### src/rtl/smp_trig_pkg.sv
package smp_trig_pkg;
  typedef enum logic [1:0] {
    SRC_SW  = 2'd0,
    SRC_TA1 = 2'd1,
    SRC_TB0 = 2'd2,
    SRC_TB1 = 2'd3
  } trig_src_e;

  function automatic int unsigned smp_cycles(int unsigned code, int unsigned base_log,
                                             int unsigned max_shift);
    int unsigned sh;
    sh = (code > max_shift) ? max_shift : code;
    return 32'd1 << (base_log + sh);
  endfunction
endpackage

### src/rtl/smp_sync.sv
module smp_sync #(
  parameter int unsigned W = 3
) (
  input  logic         clk_i,
  input  logic         rst_ni,
  input  logic [W-1:0] d_i,
  output logic [W-1:0] q_o
);
  logic [W-1:0] s1_q, s2_q;

  always_ff @(posedge clk_i or negedge rst_ni) begin
    if (!rst_ni) begin
      s1_q <= '0;
      s2_q <= '0;
    end else begin
      s1_q <= d_i;
      s2_q <= s1_q;
    end
  end

  assign q_o = s2_q;
endmodule

### src/rtl/smp_arm.sv
module smp_arm
  import smp_trig_pkg::*;
#(
  parameter int unsigned NTMR = 3
) (
  input  logic            clk_i,
  input  logic            rst_ni,
  input  logic            en_i,
  input  logic [1:0]      sel_i,
  input  logic            inv_i,
  input  logic            sw_bit_i,
  input  logic [NTMR-1:0] tmr_i,
  output logic            trig_o,
  output logic            fire_o
);
  logic raw;
  logic prev_q, armed_q;

  always_comb begin
    unique case (trig_src_e'(sel_i))
      SRC_SW:  raw = sw_bit_i;
      SRC_TA1: raw = tmr_i[0];
      SRC_TB0: raw = tmr_i[1];
      default: raw = tmr_i[2];
    endcase
  end

  assign trig_o = raw ^ inv_i;

  always_ff @(posedge clk_i or negedge rst_ni) begin
    if (!rst_ni) begin
      prev_q  <= 1'b0;
      armed_q <= 1'b0;
    end else begin
      prev_q <= trig_o;
      if (!en_i)        armed_q <= 1'b0;
      else if (!trig_o) armed_q <= 1'b1;
    end
  end

  // fresh edge only after an inactive observation under enable
  assign fire_o = en_i && armed_q && trig_o && !prev_q;

  a_r4_no_fire_on_enable: assert property (@(posedge clk_i) disable iff (!rst_ni)
    $rose(en_i) |-> !fire_o);
endmodule

### src/rtl/smp_timer.sv
module smp_timer
  import smp_trig_pkg::*;
#(
  parameter int unsigned CODE_W    = 4,
  parameter int unsigned BASE_LOG  = 2,
  parameter int unsigned MAX_SHIFT = 8,
  parameter int unsigned CNT_W     = 11
) (
  input  logic              clk_i,
  input  logic              rst_ni,
  input  logic              load_i,
  input  logic [CODE_W-1:0] code_i,
  output logic              active_o
);
  logic [CNT_W-1:0] cnt_q;
  logic [CNT_W-1:0] len;

  assign len = CNT_W'(smp_cycles(int'(code_i), BASE_LOG, MAX_SHIFT));

  always_ff @(posedge clk_i or negedge rst_ni) begin
    if (!rst_ni)             cnt_q <= '0;
    else if (load_i)         cnt_q <= len;
    else if (cnt_q != '0)    cnt_q <= cnt_q - 1'b1;
  end

  assign active_o = cnt_q != '0;

  a_r5_steady_count: assert property (@(posedge clk_i) disable iff (!rst_ni)
    (cnt_q != '0 && !load_i) |=> cnt_q == $past(cnt_q) - 1'b1);
endmodule

### src/rtl/smp_trig_ctrl.sv
module smp_trig_ctrl
  import smp_trig_pkg::*;
#(
  parameter int unsigned CODE_W    = 4,
  parameter int unsigned BASE_LOG  = 2,
  parameter int unsigned MAX_SHIFT = 8
) (
  input  logic              clk_i,
  input  logic              rst_ni,
  input  logic              conv_en_i,
  input  logic [1:0]        trig_sel_i,
  input  logic              trig_inv_i,
  input  logic              pulse_mode_i,
  input  logic [CODE_W-1:0] smp_len_i,
  input  logic              sw_start_set_i,
  input  logic              sw_start_clr_i,
  input  logic              tmr_a1_i,
  input  logic              tmr_b0_i,
  input  logic              tmr_b1_i,
  input  logic              conv_done_i,
  output logic              samp_o,
  output logic              conv_start_o,
  output logic              sw_start_o
);
  localparam int unsigned NTMR    = 3;
  localparam int unsigned MAX_LEN = 1 << (BASE_LOG + MAX_SHIFT);
  localparam int unsigned CNT_W   = $clog2(MAX_LEN + 1);

  logic [NTMR-1:0] tmr_sync;
  logic trig_lvl, fire, accept, idle, tmr_active;
  logic ext_q, samp_prev_q, conv_busy_q, sw_bit_q;

  smp_sync #(.W(NTMR)) u_sync (
    .clk_i (clk_i),
    .rst_ni(rst_ni),
    .d_i   ({tmr_b1_i, tmr_b0_i, tmr_a1_i}),
    .q_o   (tmr_sync)
  );

  smp_arm #(.NTMR(NTMR)) u_arm (
    .clk_i   (clk_i),
    .rst_ni  (rst_ni),
    .en_i    (conv_en_i),
    .sel_i   (trig_sel_i),
    .inv_i   (trig_inv_i),
    .sw_bit_i(sw_bit_q),
    .tmr_i   (tmr_sync),
    .trig_o  (trig_lvl),
    .fire_o  (fire)
  );

  smp_timer #(
    .CODE_W(CODE_W), .BASE_LOG(BASE_LOG), .MAX_SHIFT(MAX_SHIFT), .CNT_W(CNT_W)
  ) u_timer (
    .clk_i   (clk_i),
    .rst_ni  (rst_ni),
    .load_i  (accept && pulse_mode_i),
    .code_i  (smp_len_i),
    .active_o(tmr_active)
  );

  assign samp_o       = ext_q | tmr_active;
  assign conv_start_o = samp_prev_q & ~samp_o;
  assign idle         = !samp_o && !conv_busy_q && !conv_start_o;
  assign accept       = fire && idle;

  always_ff @(posedge clk_i or negedge rst_ni) begin
    if (!rst_ni) begin
      ext_q       <= 1'b0;
      samp_prev_q <= 1'b0;
      conv_busy_q <= 1'b0;
      sw_bit_q    <= 1'b0;
    end else begin
      samp_prev_q <= samp_o;
      if (accept && !pulse_mode_i) ext_q <= 1'b1;
      else if (!trig_lvl)          ext_q <= 1'b0;
      if (conv_start_o)            conv_busy_q <= 1'b1;
      else if (conv_done_i)        conv_busy_q <= 1'b0;
      // self-clear wins over a concurrent set
      if (accept && pulse_mode_i && trig_src_e'(trig_sel_i) == SRC_SW) sw_bit_q <= 1'b0;
      else if (sw_start_set_i) sw_bit_q <= 1'b1;
      else if (sw_start_clr_i) sw_bit_q <= 1'b0;
    end
  end

  assign sw_start_o = sw_bit_q;

  a_r7_strobe_single: assert property (@(posedge clk_i) disable iff (!rst_ni)
    conv_start_o |=> !conv_start_o);
  a_r7_strobe_on_fall: assert property (@(posedge clk_i) disable iff (!rst_ni)
    $fell(samp_o) |-> conv_start_o);
  a_r8_no_start_when_busy: assert property (@(posedge clk_i) disable iff (!rst_ni)
    $rose(samp_o) |-> (!$past(conv_busy_q) && $past(conv_en_i)));
  a_r10_sw_self_clear: assert property (@(posedge clk_i) disable iff (!rst_ni)
    ($rose(samp_o) && $past(pulse_mode_i) && $past(trig_sel_i) == 2'd0) |-> !sw_start_o);
  a_r6_gated_release: assert property (@(posedge clk_i) disable iff (!rst_ni)
    (ext_q && !trig_lvl) |=> !ext_q);
endmodule

### config.mk
export PLATFORM = sky130hd
export DESIGN_NAME = smp_trig_ctrl
export DESIGN_NICKNAME = d
export VERILOG_FILES = /design/src/rtl/smp_trig_pkg.sv /design/src/rtl/smp_sync.sv /design/src/rtl/smp_arm.sv /design/src/rtl/smp_timer.sv /design/src/rtl/smp_trig_ctrl.sv
export SDC_FILE = /design/constraint.sdc
export NUM_CORES = 1
export LEC_CHECK = 0
export ABC_AREA = 1
export BUFFER_PORTS_ARGS = -buffer_cell sky130_fd_sc_hd__buf_2
export CAP_MARGIN = 40
export CORE_MARGIN = 2
export CORE_UTILIZATION = 50
export CTS_BUF_LIST = sky130_fd_sc_hd__clkbuf_4
export DETAILED_ROUTE_END_ITERATION = 7
export PLACE_DENSITY = 0.8
export SYNTH_ARGS = -nofsm -noshare
export SYNTH_HDL_FRONTEND = slang
export SYNTH_HIERARCHICAL = 1
export SYNTH_SLANG_ARGS = --single-unit
### constraint.sdc
create_clock -name clk_i -period 2.9 [get_ports clk_i]
set_input_delay 0.58 -clock clk_i [delete_from_list [all_inputs] [get_ports clk_i]]
set_output_delay 0.58 -clock clk_i [all_outputs]
set_load 0.01 [all_outputs]
* Word level (Yosys, flattened, before mapping) *
Index checks and enable logic that the tools add are counted.

storage, ports and cells
  register bits after elaboration = 23
  bits of input ports = 17
  output and inout bits = 3
  word-level logic and storage cells = 53

operators by class
  $add $sub $neg = 2
  order comparisons = 1
  equal/unequal tests = 4
  shifts and indexed selects = 1
  muxes and demuxes = 13
  bitwise gates (word level) = 4
  reductions and logical operators = 19

operator list
  kind                   count
  $add 2x32->32 const A  1
  $shl 1x32->11 const A  1
  $mux 11                2
  $reduce_bool 11->1     1
  $sub 11x1->11 const B  1
  $logic_and 1x1->1      9
  $mux 1                 9
  $logic_not 1->1        5
  $gt 4x4->1 const B     1
  $mux 4                 1
  $reduce_bool 2->1      2
  $pmux 1 s3             1
  $reduce_bool 3->1      1
  $eq 2x1->1 const B     1
  $eq 2x2->1 const B     1
  $logic_not 2->1        1
  $ne 2x1->1 const B     1
  $ne 2x2->1 const B     1
  $and 1x1->1            1
  $not 1->1              1
  $or 1x1->1             1
  $xor 1x1->1            1

* Longest topological paths before layout *
  depth after elaboration = 10
  depth in mapped cells = 16
  depth with buffers taken out = 16

* Modules after synthesis *
The synthesis kept the hierarchy.

modules (own cells, without submodules)
  module         times used  cells each  area an instance (µm²)  sequential area each (µm²)
  smp_timer      1           147         949.7                   275.3
  smp_trig_ctrl  1           23          183.9                   100.1
  smp_arm        1           24          170.2                   50.0
  smp_sync       1           6           150.1                   150.1

* Worst setup path after synthesis *
Ideal clock, no wire load.

  path type = input to register
  from = input port conv_en_i
  to = register u_timer.cnt_q[1]
  setup time = 117 ps
  arrival time = 1870 ps
  data required time = 2783 ps
  slack = 913 ps
  cell stages on the path = 13
  buffers on the path = 1
  path through = nand2_1 -> or2_2 -> a21oi_2 -> inv_1 -> nor2_1 -> nand4_1 -> inv_1 -> inv_2 -> buf_4 -> nand3_4 -> clkinv_4 -> nand2_1 -> nand2_1

between the ends
  longest elaborated chain between the ends = 6
  elaborated cells on any way between the ends = 7
  classes of those cells = mux: 1; reduce/logical: 6

ends and longest elaborated chain
  element                                       RTL line             RTL
  start: declaration                            smp_trig_ctrl.sv:10  input logic conv_en_i,
  $logic_and 1x1->1 (*) (3 in series)           smp_arm.sv:42        assign fire_o = en_i && armed_q && trig_o && !prev_q;
  named net fire                                smp_trig_ctrl.sv:30  logic trig_lvl, fire, accept, idle, tmr_active;
  $logic_and 1x1->1 (*)                         smp_trig_ctrl.sv:65  assign accept = fire && idle;
  $logic_and 1x1->1 (*)                         smp_trig_ctrl.sv:57  .load_i (accept && pulse_mode_i),
  $mux 11 or $reduce_bool 2->1 (tied branches)  --
  end signal: assignment                        smp_timer.sv:22      else if (load_i) cnt_q <= len;
  end signal: assignment                        smp_timer.sv:23      else if (cnt_q != '0) cnt_q <= cnt_q - 1'b1;
  end: declaration                              smp_timer.sv:15      logic [CNT_W-1:0] cnt_q;

The timed path passes the listed nets; every way through them passes the cells marked *.
A chain may end at the register's enable or synchronous reset.

* Final worst setup path *
  from = register u_timer.cnt_q[0]
  to = output port conv_start_o

between the ends
  longest elaborated chain between the ends = 4

ends and longest elaborated chain
  element               RTL line             RTL
  $reduce_bool 11->1    smp_timer.sv:26      assign active_o = cnt_q != '0;
  named net tmr_active  smp_trig_ctrl.sv:30
  $or 1x1->1            smp_trig_ctrl.sv:62  assign samp_o = ext_q | tmr_active;
  $not 1->1             smp_trig_ctrl.sv:63  assign conv_start_o = samp_prev_q & ~samp_o;
  $and 1x1->1           smp_trig_ctrl.sv:63
  end: declaration      smp_trig_ctrl.sv:22  output logic conv_start_o,

The timed path passes the listed nets, and every way through them passes these cells.

==> results.md <==
* Clk pin slew, worst setup/hold paths at 140 ps
* Number of setup violations in the final report at 0
* Worst Skew at 5.634 ps
* Via count at 1271
* Critical path required time at 2320 ps
* PostCTS Resize Cnt at 0
* Fin Setup TNS at 0 ps
* Antenna violations before repair at 0
* Area growth syn-to-layout at 10.76%
* Final wirelength at 2798 um
* RSZ-0062 raised after global routing: false
* Async SR Flop Fraction at 100.0%
* Max-slew violations at 0
* Relative slew slack at 65.28%
* PortBufs at 19
* Worst R2R Setup Slack at 620 ps
* EDFF count, synth at 0
* Hold Path Class: in -> async
* Tot GR Track Use at 18.33%
* Layout cell share with drive strength beyond 1 at 25.68%
* Synth Register Bits at 23
* Final #Nets at 243
* Clock sinks at 23
* Post-Synthesis Cells at 200
* Congestion Overflow GR at 0
* Minimum clock period at 2400 ps
* # diodes at 0
* Max Cap Viol at 0
* CTS Buffer Depth at 2
* Largest net degree at the start of global routing at 24
* Critical path capture point type: output port
* Max FO, Critical Path at 4
* Chip width at 57.93 um
* Total clock buffers created by CTS at 3
* Worst-Margin Slew at 520.9 ps
* Root Buffer: clkbuf_4
* Drt pass-1 iters at 4
* Pleak at 0.8444 nW
* First-pass GRT wire length at 4809 um
* Die Ht at 57.93 um
* CTS tree: done
* Post-synthesis net count at 220
* FF-to-FF Start: u_timer/cnt_q[0]
* Kind of critical path: reg -> out
* Hold WS at 207.6 ps
* Cell variety after synth at 23
* DR iter-0 viols at 20
* Initial core utilization at 52.72%
* Num ports at 20
* Yosys warnings at 6
* GPL Wtd Cong at 0.8905
* Die ar. at 3355 um^2
* Htree depth at 1
* R2R Path End: u_timer/cnt_q[8]
* Post-synthesis sequential area ratio at 39.59%
* Setup crit start: u_timer/cnt_q[0]
* Clk_lat worst skew at 320 ps
* Critical path destination: conv_start_o
* Drc violations at 0
* Average cell area after synthesis at 7.269 um^2
* Worst setup SP type: register
* Max Clock Freq at 416.6 MHz
* Antenna Nets Post-Route at 0
* # hold bufs at CTS at 0
* Synth Cell Area at 1454 um^2
* FP Rows at 19
* Post-route cell area at 1610 um^2
* Total power at 1.142 mW
* Placement-stage cell area at 1580 um^2
* Drt wl/cell at 11.06 um
* Power Density at 709.1 nW/um^2
* Vias in the first global route at 1187
* Setup Fix Bufs, Post-CTS at 0
* Core area at 2758 um^2
* Fin crit share at 82.77%
* Synth Flop Type: dfrtp_1
* Max IR drop VDD at 0.4663 mV
* Fin. Hold Viols at 0
* Final HPWL DP at 2282 um
* Reg2Reg Depth at 14
* Worst EP arrival at 1820 ps
* Setup WS post-layout at 499.6 ps
* Avg Vias per Cell at 5.024
* Post-place setup slack at 569.9 ps
* Status: finished, final reports clean
## worst max-delay path: stages (launching register included)
cell	delay (ps)
dfrtp_1	420
inv_1	120
ha_1	190
nand4_1	140
nor2_2	150
inv_2	50
nor2_2	170
nand2_1	90
inv_1	50
buf_2	120
## registers in the layout, indices dropped and copies added (netlist names)
signal,flops
samp_prev_q,1
u_sync/q_o,3
u_sync/s1_q,3
sw_start_o,1
conv_busy_q,1
u_arm/prev_q,1
u_arm/armed_q,1
ext_q,1
u_timer/cnt_q,11
## logic make-up (layout without fill, tap and decap cells)
group	count (synthesis)	in the layout	synth area share, %
flops	23	23	39.59
xor+xnor	1	1	0.6025
fa+ha+maj	3	3	2.582
buf+inv	40	62	10.93
simple gates	113	113	38.38
compound gates	20	20	7.917
## stage by stage
| step | utilization [%] | cells |
|---|---|---|
| after floorplan | - | 200 |
| after global placement | 57.30 | 249 |
| after detailed placement | 57.30 | 249 |
| after CTS | 58.39 | 253 |
| after global routing | 58.39 | 253 |
| final | 58.39 | 253 |
## placed cells by master (no fill, tap or decap)
| master | Yosys | routed |
|---|---|---|
| nand3_2 | 4 | 4 |
| nand2_2 | 6 | 6 |
| o21ai_1 | 5 | 5 |
| buf_2 | 0 | 19 |
| a21oi_1 | 7 | 7 |
| nand3_1 | 17 | 17 |
| nand2_1 | 53 | 53 |
| nor3_1 | 2 | 2 |
| nor2_4 | 4 | 4 |
| ha_1 | 3 | 3 |
| clkbuf_4 | 0 | 3 |
| nand4_1 | 3 | 3 |
| a21oi_2 | 4 | 4 |
| nor2_2 | 4 | 4 |
| nand3b_1 | 1 | 1 |
| or2_2 | 2 | 2 |
| xnor2_1 | 1 | 1 |
| o21ai_0 | 4 | 4 |
| nor2_1 | 16 | 16 |
| clkinvlp_4 | 0 | 1 |
| clkinv_4 | 1 | 1 |
| dfrtp_1 | 23 | 23 |
| inv_1 | 30 | 30 |
| inv_2 | 8 | 8 |
| nand3_4 | 1 | 1 |
## Yosys cell counts, types with 5 or more instances
cell	count	area share [%]
dfrtp_1	23	40
nor2_1	16	4.1
a21oi_1	7	2.4
o21ai_1	5	1.7
nand3_1	17	5.9
inv_1	30	7.7
nand2_1	53	14
inv_2	8	2.1
nand2_2	6	2.6
## worst min path at each step
stage	from	end	slack, ps	cells after the start
2_1_floorplan	rst_ni	conv_busy_q	280	0
3_3_place_gp	u_sync/s1_q[2]	u_sync/q_o[2]	330	0
3_5_place_dp	u_sync/s1_q[0]	u_sync/q_o[0]	340	0
4_1_cts	rst_ni	u_sync/s1_q[2]	220	1
5_1_grt	rst_ni	u_sync/q_o[2]	230	1
6_report	rst_ni	u_sync/q_o[2]	210	1
## metal layers
layer	track usage, %	up-vias	share of wire, %
met5	0	-	0
met4	5.980	0	1.0
met3	1.339	4	2.3
met2	33.12	21	48
met1	23.14	584	48
li1	-	662	-
## layout make-up
| class | instances | area [um^2] |
|---|---|---|
| Inverter | 39 | 151.4 |
| Tap cell | 31 | 38.79 |
| Timing Repair Buffer | 19 | 95.09 |
| Multi-Input combinational cell | 137 | 719.4 |
| Clock inverter | 1 | 7.507 |
| Fill cell | 273 | 1147 |
| Sequential cell | 23 | 575.6 |
| Clock buffer | 3 | 22.52 |
## power by group
part           leakage, nW  internal [mW]  switching, mW
Combinational        0.555          0.182          0.313
Sequential           0.276          0.409         0.0810
Clock               0.0139         0.0527          0.104
Power figures use the tool's default switching activity.
